[src/rtl/nor_pkg.sv]
package nor_pkg;
  typedef enum logic [1:0] {PH_IDLE, PH_ACC, PH_GAP} phase_e;
  localparam int NSTRB  = 4;
  localparam int SI_CS  = 0;
  localparam int SI_ADV = 1;
  localparam int SI_OE  = 2;
  localparam int SI_WE  = 3;
endpackage

[src/rtl/nor_timebase.sv]
module nor_timebase import nor_pkg::*; #(
  parameter int CW = 9
) (
  input  logic          clk,
  input  logic          rst_n,
  input  logic          start,
  input  logic [CW-1:0] cyc_len,
  input  logic [CW-1:0] gap_len,
  output phase_e        phase,
  output logic [CW-1:0] t,
  output logic [CW-1:0] t_nxt,
  output logic          acc_nxt,
  output logic          ready
);
  phase_e phase_nxt;

  always_comb begin
    phase_nxt = phase;
    t_nxt     = t;
    unique case (phase)
      PH_IDLE: begin
        t_nxt = '0;
        if (start) phase_nxt = PH_ACC;
      end
      PH_ACC: begin
        if (t == cyc_len - CW'(1)) begin
          t_nxt     = '0;
          phase_nxt = (gap_len == '0) ? PH_IDLE : PH_GAP;
        end else begin
          t_nxt = t + CW'(1);
        end
      end
      PH_GAP: begin
        if (t == gap_len - CW'(1)) begin
          t_nxt     = '0;
          phase_nxt = PH_IDLE;
        end else begin
          t_nxt = t + CW'(1);
        end
      end
      default: begin
        t_nxt     = '0;
        phase_nxt = PH_IDLE;
      end
    endcase
  end

  always_ff @(posedge clk or negedge rst_n) begin
    if (!rst_n) begin
      phase <= PH_IDLE;
      t     <= '0;
    end else begin
      phase <= phase_nxt;
      t     <= t_nxt;
    end
  end

  assign acc_nxt = (phase_nxt == PH_ACC);
  assign ready   = (phase == PH_IDLE);
endmodule

[src/rtl/nor_strobe_gen.sv]
module nor_strobe_gen import nor_pkg::*; #(
  parameter int TW = 5,
  parameter int LW = 2,
  parameter int CW = 9
) (
  input  logic             gran,
  input  logic             wr,
  input  logic [LW-1:0]    n1,
  input  logic             acc_nxt,
  input  logic [CW-1:0]    t_nxt,
  input  logic [TW-1:0]    cs_on,
  input  logic [TW-1:0]    cs_rd_off,
  input  logic [TW-1:0]    cs_wr_off,
  input  logic [TW-1:0]    adv_on,
  input  logic [TW-1:0]    adv_rd_off,
  input  logic [TW-1:0]    adv_wr_off,
  input  logic [TW-1:0]    oe_on,
  input  logic [TW-1:0]    oe_off,
  input  logic [TW-1:0]    we_on,
  input  logic [TW-1:0]    we_off,
  input  logic [TW-1:0]    acc,
  input  logic [TW-1:0]    page,
  input  logic [TW-1:0]    rd_cyc,
  input  logic [TW-1:0]    wr_cyc,
  input  logic [TW-1:0]    gap,
  output logic [NSTRB-1:0] act_nxt,
  output logic [CW-1:0]    cyc_len,
  output logic [CW-1:0]    gap_len,
  output logic [CW-1:0]    sc_acc,
  output logic [CW-1:0]    sc_page,
  output logic [CW-1:0]    sc_oe_on,
  output logic [CW-1:0]    sc_we_on
);
  function automatic logic [CW-1:0] scl(input logic g, input logic [TW-1:0] v);
    logic [CW-1:0] z;
    z = CW'(v);
    return g ? (z << 1) : z;
  endfunction

  logic [CW-1:0] ext;
  logic [CW-1:0] on_v  [NSTRB];
  logic [CW-1:0] off_v [NSTRB];
  logic [NSTRB-1:0] gate;

  always_comb begin
    sc_acc   = scl(gran, acc);
    sc_page  = scl(gran, page);
    sc_oe_on = scl(gran, oe_on);
    sc_we_on = scl(gran, we_on);
    ext      = CW'(n1) * sc_page;
    cyc_len  = wr ? scl(gran, wr_cyc) : scl(gran, rd_cyc) + ext;
    gap_len  = scl(gran, gap);

    on_v[SI_CS]   = scl(gran, cs_on);
    off_v[SI_CS]  = wr ? scl(gran, cs_wr_off) : scl(gran, cs_rd_off) + ext;
    gate[SI_CS]   = 1'b1;
    on_v[SI_ADV]  = scl(gran, adv_on);
    off_v[SI_ADV] = wr ? scl(gran, adv_wr_off) : scl(gran, adv_rd_off);
    gate[SI_ADV]  = 1'b1;
    on_v[SI_OE]   = sc_oe_on;
    off_v[SI_OE]  = scl(gran, oe_off) + ext;
    gate[SI_OE]   = !wr;
    on_v[SI_WE]   = sc_we_on;
    off_v[SI_WE]  = scl(gran, we_off);
    gate[SI_WE]   = wr;
  end

  for (genvar i = 0; i < NSTRB; i++) begin : g_win
    assign act_nxt[i] = acc_nxt && gate[i] &&
                        (t_nxt >= on_v[i]) && (t_nxt < off_v[i]);
  end
endmodule

[src/rtl/nor_edge_shift.sv]
module nor_edge_shift (
  input  logic clk,
  input  logic rst_n,
  input  logic d,
  input  logic half,
  output logic q
);
  logic rise_q;
  logic fall_q;

  always_ff @(posedge clk or negedge rst_n) begin
    if (!rst_n) rise_q <= 1'b0;
    else        rise_q <= d;
  end

  always_ff @(negedge clk or negedge rst_n) begin
    if (!rst_n) fall_q <= 1'b0;
    else        fall_q <= rise_q;
  end

  assign q = half ? fall_q : rise_q;
endmodule

[src/rtl/nor_datapath.sv]
module nor_datapath import nor_pkg::*; #(
  parameter int AW  = 24,
  parameter int DW  = 16,
  parameter int LW  = 2,
  parameter int CW  = 9,
  parameter int CSW = 3,
  localparam int BW = DW / 8
) (
  input  logic           clk,
  input  logic           rst_n,
  input  logic           start,
  input  logic           req_write,
  input  logic [AW-1:0]  req_addr,
  input  logic [DW-1:0]  req_wdata,
  input  logic [BW-1:0]  req_ben,
  input  logic [CSW-1:0] req_cs,
  input  logic [LW-1:0]  req_len,
  input  logic           mux,
  input  phase_e         phase,
  input  logic [CW-1:0]  t,
  input  logic [CW-1:0]  sc_acc,
  input  logic [CW-1:0]  sc_page,
  input  logic [CW-1:0]  sc_oe_on,
  input  logic [CW-1:0]  sc_we_on,
  input  logic [DW-1:0]  ad_i,
  output logic           wr_eff,
  output logic [LW-1:0]  n1_eff,
  output logic [CSW-1:0] cs_idx,
  output logic [AW-1:0]  addr_o,
  output logic [BW-1:0]  ben_n,
  output logic [DW-1:0]  ad_o,
  output logic           ad_oe,
  output logic           rsp_valid,
  output logic [DW-1:0]  rsp_data
);
  logic          wr_q;
  logic [LW-1:0] n1_q;
  logic [LW-1:0] idx;
  logic [AW-1:0] addr_q;
  logic [DW-1:0] wdata_q;
  logic [BW-1:0] ben_q;
  logic [LW-1:0] n1_req;
  logic [CW-1:0] target;
  logic          in_acc;
  logic          hit;

  assign n1_req = req_write ? '0 : req_len;
  assign wr_eff = start ? req_write : wr_q;
  assign n1_eff = start ? n1_req : n1_q;
  assign in_acc = (phase == PH_ACC);
  assign target = sc_acc + CW'(idx) * sc_page - CW'(1);
  assign hit    = in_acc && !wr_q && (t == target);

  always_ff @(posedge clk or negedge rst_n) begin
    if (!rst_n) begin
      wr_q      <= 1'b0;
      n1_q      <= '0;
      idx       <= '0;
      addr_q    <= '0;
      wdata_q   <= '0;
      ben_q     <= '0;
      cs_idx    <= '0;
      rsp_valid <= 1'b0;
      rsp_data  <= '0;
    end else begin
      rsp_valid <= 1'b0;
      if (start) begin
        wr_q    <= req_write;
        n1_q    <= n1_req;
        idx     <= '0;
        addr_q  <= req_addr;
        wdata_q <= req_wdata;
        ben_q   <= req_ben;
        cs_idx  <= req_cs;
      end else if (hit) begin
        rsp_valid <= 1'b1;
        rsp_data  <= ad_i;
        if (idx < n1_q) idx <= idx + LW'(1);
      end
    end
  end

  assign addr_o = in_acc ? addr_q + AW'(idx) : '0;
  assign ben_n  = in_acc ? ~ben_q : '1;

  always_comb begin
    ad_oe = 1'b0;
    ad_o  = '0;
    if (in_acc) begin
      if (mux) begin
        if (wr_q) begin
          ad_oe = 1'b1;
          ad_o  = (t < sc_we_on) ? addr_o[DW-1:0] : wdata_q;
        end else if (t < sc_oe_on) begin
          ad_oe = 1'b1;
          ad_o  = addr_o[DW-1:0];
        end
      end else if (wr_q && (t >= sc_we_on)) begin
        ad_oe = 1'b1;
        ad_o  = wdata_q;
      end
    end
  end
endmodule

[src/rtl/nor_async_ctrl.sv]
module nor_async_ctrl import nor_pkg::*; #(
  parameter int AW  = 24,
  parameter int DW  = 16,
  parameter int TW  = 5,
  parameter int LW  = 2,
  parameter int NCS = 8
) (
  input  logic                   clk,
  input  logic                   rst_n,
  input  logic                   req_valid,
  output logic                   req_ready,
  input  logic                   req_write,
  input  logic [AW-1:0]          req_addr,
  input  logic [DW-1:0]          req_wdata,
  input  logic [DW/8-1:0]        req_ben,
  input  logic [$clog2(NCS)-1:0] req_cs,
  input  logic [LW-1:0]          req_len,
  input  logic                   cfg_gran,
  input  logic                   cfg_mux,
  input  logic [3:0]             cfg_half,
  input  logic [TW-1:0]          cfg_cs_on,
  input  logic [TW-1:0]          cfg_cs_rd_off,
  input  logic [TW-1:0]          cfg_cs_wr_off,
  input  logic [TW-1:0]          cfg_adv_on,
  input  logic [TW-1:0]          cfg_adv_rd_off,
  input  logic [TW-1:0]          cfg_adv_wr_off,
  input  logic [TW-1:0]          cfg_oe_on,
  input  logic [TW-1:0]          cfg_oe_off,
  input  logic [TW-1:0]          cfg_we_on,
  input  logic [TW-1:0]          cfg_we_off,
  input  logic [TW-1:0]          cfg_acc,
  input  logic [TW-1:0]          cfg_page,
  input  logic [TW-1:0]          cfg_rd_cyc,
  input  logic [TW-1:0]          cfg_wr_cyc,
  input  logic [TW-1:0]          cfg_gap,
  output logic                   rsp_valid,
  output logic [DW-1:0]          rsp_data,
  output logic [NCS-1:0]         cs_n,
  output logic                   adv_n,
  output logic                   oe_n,
  output logic                   we_n,
  output logic [DW/8-1:0]        ben_n,
  output logic [AW-1:0]          addr_o,
  output logic [DW-1:0]          ad_o,
  input  logic [DW-1:0]          ad_i,
  output logic                   ad_oe
);
  localparam int CW  = TW + LW + 2;
  localparam int CSW = $clog2(NCS);

  phase_e           phase;
  logic [CW-1:0]    t;
  logic [CW-1:0]    t_nxt;
  logic             acc_nxt;
  logic             start;
  logic             wr_eff;
  logic [LW-1:0]    n1_eff;
  logic [CSW-1:0]   cs_idx;
  logic [NSTRB-1:0] act_nxt;
  logic [NSTRB-1:0] strb;
  logic [CW-1:0]    cyc_len;
  logic [CW-1:0]    gap_len;
  logic [CW-1:0]    sc_acc;
  logic [CW-1:0]    sc_page;
  logic [CW-1:0]    sc_oe_on;
  logic [CW-1:0]    sc_we_on;

  assign start = req_valid && req_ready;

  nor_timebase #(.CW(CW)) u_tb (
    .clk     (clk),
    .rst_n   (rst_n),
    .start   (start),
    .cyc_len (cyc_len),
    .gap_len (gap_len),
    .phase   (phase),
    .t       (t),
    .t_nxt   (t_nxt),
    .acc_nxt (acc_nxt),
    .ready   (req_ready)
  );

  nor_strobe_gen #(.TW(TW), .LW(LW), .CW(CW)) u_sg (
    .gran       (cfg_gran),
    .wr         (wr_eff),
    .n1         (n1_eff),
    .acc_nxt    (acc_nxt),
    .t_nxt      (t_nxt),
    .cs_on      (cfg_cs_on),
    .cs_rd_off  (cfg_cs_rd_off),
    .cs_wr_off  (cfg_cs_wr_off),
    .adv_on     (cfg_adv_on),
    .adv_rd_off (cfg_adv_rd_off),
    .adv_wr_off (cfg_adv_wr_off),
    .oe_on      (cfg_oe_on),
    .oe_off     (cfg_oe_off),
    .we_on      (cfg_we_on),
    .we_off     (cfg_we_off),
    .acc        (cfg_acc),
    .page       (cfg_page),
    .rd_cyc     (cfg_rd_cyc),
    .wr_cyc     (cfg_wr_cyc),
    .gap        (cfg_gap),
    .act_nxt    (act_nxt),
    .cyc_len    (cyc_len),
    .gap_len    (gap_len),
    .sc_acc     (sc_acc),
    .sc_page    (sc_page),
    .sc_oe_on   (sc_oe_on),
    .sc_we_on   (sc_we_on)
  );

  for (genvar i = 0; i < NSTRB; i++) begin : g_shift
    nor_edge_shift u_sh (
      .clk   (clk),
      .rst_n (rst_n),
      .d     (act_nxt[i]),
      .half  (cfg_half[i]),
      .q     (strb[i])
    );
  end

  nor_datapath #(.AW(AW), .DW(DW), .LW(LW), .CW(CW), .CSW(CSW)) u_dp (
    .clk       (clk),
    .rst_n     (rst_n),
    .start     (start),
    .req_write (req_write),
    .req_addr  (req_addr),
    .req_wdata (req_wdata),
    .req_ben   (req_ben),
    .req_cs    (req_cs),
    .req_len   (req_len),
    .mux       (cfg_mux),
    .phase     (phase),
    .t         (t),
    .sc_acc    (sc_acc),
    .sc_page   (sc_page),
    .sc_oe_on  (sc_oe_on),
    .sc_we_on  (sc_we_on),
    .ad_i      (ad_i),
    .wr_eff    (wr_eff),
    .n1_eff    (n1_eff),
    .cs_idx    (cs_idx),
    .addr_o    (addr_o),
    .ben_n     (ben_n),
    .ad_o      (ad_o),
    .ad_oe     (ad_oe),
    .rsp_valid (rsp_valid),
    .rsp_data  (rsp_data)
  );

  for (genvar j = 0; j < NCS; j++) begin : g_cs
    assign cs_n[j] = !(strb[SI_CS] && (cs_idx == CSW'(j)));
  end

  assign adv_n = !strb[SI_ADV];
  assign oe_n  = !strb[SI_OE];
  assign we_n  = !strb[SI_WE];
endmodule

[config.mk]
export PLATFORM = sky130hd
export DESIGN_NAME = nor_async_ctrl
export DESIGN_NICKNAME = d
export VERILOG_FILES = /design/src/rtl/nor_pkg.sv /design/src/rtl/nor_timebase.sv /design/src/rtl/nor_strobe_gen.sv /design/src/rtl/nor_edge_shift.sv /design/src/rtl/nor_datapath.sv /design/src/rtl/nor_async_ctrl.sv
export SDC_FILE = /design/constraint.sdc
export NUM_CORES = 1
export LEC_CHECK = 0
export BUFFER_PORTS_ARGS = -buffer_cell sky130_fd_sc_hd__buf_2
export CAP_MARGIN = 20
export CORE_MARGIN = 4
export CORE_UTILIZATION = 30
export DETAILED_ROUTE_END_ITERATION = 7
export GPL_TIMING_DRIVEN = 0
export MAX_ROUTING_LAYER = met4
export PLACE_DENSITY = 0.52
export SLEW_MARGIN = 10
export SYNTH_ARGS = -nofsm -noshare
export SYNTH_HDL_FRONTEND = slang
export SYNTH_SLANG_ARGS = --single-unit
[constraint.sdc]
create_clock -name clk -period 10.3 [get_ports clk]
set_clock_uncertainty 0.05 [all_clocks]
set_input_delay 0.515 -clock clk [delete_from_list [all_inputs] [get_ports clk]]
set_output_delay 0.515 -clock clk [all_outputs]
set_load 0.05 [all_outputs]
==> run_results.csv <==
group,metric,value,unit
status,violations,"design-rule violations",
cts,h-tree-depth,3,
floorplanning,row_count,63,
cts,cts_resized,0,
timing,slew_headroom,29.5,%
grt,grt_pass1_vias,7908,
placed_design,dp.cells,1641,
synthesis,syn_area_per_cell,8.70,sq um
routing,drc_errors,3,
cells_and_area,final_cells,1660,
floorplanning,die_area,32800,sq um
grt,globalRouteOverflowTotal,0,
routing,vias,8019,
synthesis,synth_async_sr_flop_share,100,%
worst_setup_path,max_stage_delay,0.71,ns
worst_setup_path,critical_path_class,"primary input to register",
power,p_int,0.00120,W
floorplanning,io_pins,220,
cts,cts_tree,"done",
synthesis,yosysTopAreaCellShare,22.9,%
routing,wl_per_cell,16.8,um
cts,clk_latency,0.34,ns
flow_run,maxCapViolations,0,
grt,grt_max_degree,50,
cts,hold_buffers,0,
placed_design,placedInstanceArea,10600,sq um
worst_setup_path,end_kind,"register",
routing,ant_nets,0,
cts,cts_setup_buffers,0,
synthesis,synth_flop_cell,"dfrtp_1",
cells_and_area,drive_above_1_share,24.9,%
timing,timing.final.crit_share,89.2,%
timing,timing.final.max_slew_violations,0,
worst_setup_path,worstPathMaxFanout,10,
placed_design,routabilityCongestion,0.874,
power,switching_share,48.7,%
synthesis,syn_area,8980,sq um
synthesis,synthTopCellsByCount,"ha_1, nand2_1, nor2_1",
grt,grt_usage,17.0,%
grt,antenna_found_initial,3,
routing,drtPass1Iterations,8,
routing,wirelength,27800,um
cts,clk_path_buf_depth,2,
timing,final.setup.tns,0,ns
power,p_clk_share,16.6,%
floorplanning,start_util,30.4,%
cts,path_clk_slew,0.07,ns
synthesis,synth_edf_count,0,
power,power.switching,0.00114,W
power,power_frac_comb,60.2,%
cells_and_area,design_area,10900,sq um
worst_setup_path,slowest_stage,"nor2_1",
timing,fmax,0.109,GHz
power,power_leakage,5.41,nW
grt,grt_pass1_wl,43600,um
cells_and_area,area_growth,21.9,%
synthesis,yosysUniqueCellTypes,76,
cells_and_area,multi_input_area,6490,sq um
cells_and_area,nets,1530,
cells_and_area,n_fill_cell,3126,
timing,hold_viol_final,0,
cts,cts_root_buf,"clkbuf_16",
timing,tightest_slew,1.05,ns
floorplanning,core-area,29600,sq um
cells_and_area,register_area,2150,sq um
worst_setup_path,cpMostUsedCell,"nor2b_1",
floorplanning,die_y,181,um
synthesis,synth_nets,1300,
power,seq_power_share,23.2,%
synthesis,yosys.area.top_type,"dfrtp_1",
timing,rsz0062_at_grt,"false",
cts,numCtsBuffers,9,
synthesis,ys_ff_latch,86,
placed_design,hpwl,22800,um
routing,first_iter_violations,407,
power,power_density,214,nW/um^2
synthesis,synth_most_common_cell,"ha_1",
worst_setup_path,worst_ep_required_time,10.50,ns
synthesis,synthCells,1032,
timing,finalCriticalPeriod,9.19,ns
cts,cts_sinks,86,
worst_hold_path,hp-class,"primary input to async pin",
worst_setup_path,startpoint,"cfg_gran",
synthesis,synth-seq-area-share,24.0,%
worst_setup_path,worst_setup_path_start_kind,"primary input",
synthesis,yosys-top-cells-area,"dfrtp_1, ha_1, mux2_2, mux2i_1, nand2_1",
timing,setup_violations,0,
floorplanning,die_w,181,um
status,status,"finished with violations",
worst_setup_path,rr_startpoint,"u_tb.phase[1]",
routing,detail_route.vias_per_cell,4.83,
worst_setup_path,arrival,9.39,ns
synthesis,yosysWarnings,0,
placed_design,io_buffer_count,218,
power,vdd_drop_max,0.0925,mV
path summary, 6_finish.rpt:
kind / to / slack, ns / depth (start not counted)
max in group asynchronous: g_shift[2].u_sh.fall_q / 4.40 / 2
min: u_dp.wdata_q[15] / 0.11 / 1
max: g_shift[0].u_sh.rise_q / 1.11 / 34
min reg2reg: u_dp.rsp_data[12] / 0.42 / 2
max reg2reg: g_shift[0].u_sh.rise_q / 1.71 / 37
min in group clk: u_dp.rsp_data[3] / 0.32 / 3
power by group through the flow:
stage / clock network (W) / logic [W] / registers [W]
2_1_floorplan: 0 / 0.00105 / 0.000533
3_3_place_gp: 0 / 0.00140 / 0.000545
3_5_place_dp: 0 / 0.00141 / 0.000549
4_1_cts: 0.000401 / 0.00142 / 0.000543
5_1_grt: 0.000417 / 0.00154 / 0.000560
6_report: 0.000388 / 0.00141 / 0.000543
final cells by class:
cell class              count  share of cell area, %
multi-input cells         862                   59.3
flip-flops and latches     86                   19.7
repair buffers            219                   10.2
well taps                 390                   4.46
clock buffers              11                   2.22
plain buffers              40                   1.59
inverters                  44                   1.51
clock inverters             5                  0.983
diodes                      3                 0.0686
metrics by stage:
stage / worst slack, ns / total power, W / hold slack [ns] / util, %
final: 1.11 / 0.00234 / 0.112 / 37.0
after global routing: 0.452 / 0.00252 / 0.137 / 37.0
after CTS: 1.12 / 0.00236 / 0.113 / 37.0
after detailed placement: 0.765 / 0.00196 / 0.405 / 35.8
after global placement: 0.854 / 0.00194 / 0.397 / 35.7
after floorplan: 3.18 / 0.00158 / 0.169 / -
placed cells by master, fill, tap and decap left out, types with 11 or more instances in the layout:
cell,n
buf_2,218
ha_1,113
nand2_1,111
nor2_1,85
dfrtp_1,82
a21oi_1,64
mux2_2,58
mux2i_1,47
nor2b_1,44
inv_1,41
xor2_1,40
xnor2_1,39
o21ai_0,29
clkbuf_1,26
nand3_1,26
nand2b_1,20
and3_1,16
a21o_1,12
nor3_1,11
nand4_1,11
worst max-delay path: cells and delay by family:
family / cells / cell delay, ns
simple gates: 14 / 2.55
fa+ha+maj: 3 / 1.14
compound gates: 9 / 1.70
xor+xnor: 2 / 0.80
buf+inv: 5 / 2.25
mux: 1 / 0.42
per-layer routing:
metal	global-route usage, %	part of all wire (%)
met5	-	0
met4	2.97	0.90
met3	2.80	5.3
met2	28.1	47
met1	22.4	47
state kept, by name (all words and copies together), names as in the netlist:
register / flops
g_shift.u_sh.fall_q: 4
g_shift.u_sh.rise_q: 4
u_dp.addr_q: 24
u_dp.ben_q: 2
u_dp.cs_idx: 3
u_dp.idx: 2
u_dp.n1_q: 2
u_dp.rsp_data: 16
u_dp.rsp_valid: 1
u_dp.wdata_q: 16
u_dp.wr_q: 1
u_tb.phase: 2
u_tb.t: 9
cells by family (layout without fill, tap and decap cells):
family / count (synthesis) / count (layout) / share of synthesized area [%]
and+or+nand+nor: 372 / 372 / 20.6
AOI/OAI and AO/OA: 184 / 184 / 13.6
muxes: 105 / 105 / 12.5
xor gates and xnor gates: 81 / 81 / 8.22
other: 0 / 3 / 0
adders and majority gates: 120 / 120 / 17.3
DFF: 86 / 86 / 24.0
buffers and inverters: 84 / 319 / 3.78
No activity file was read; power rests on OpenSTA's default activity.
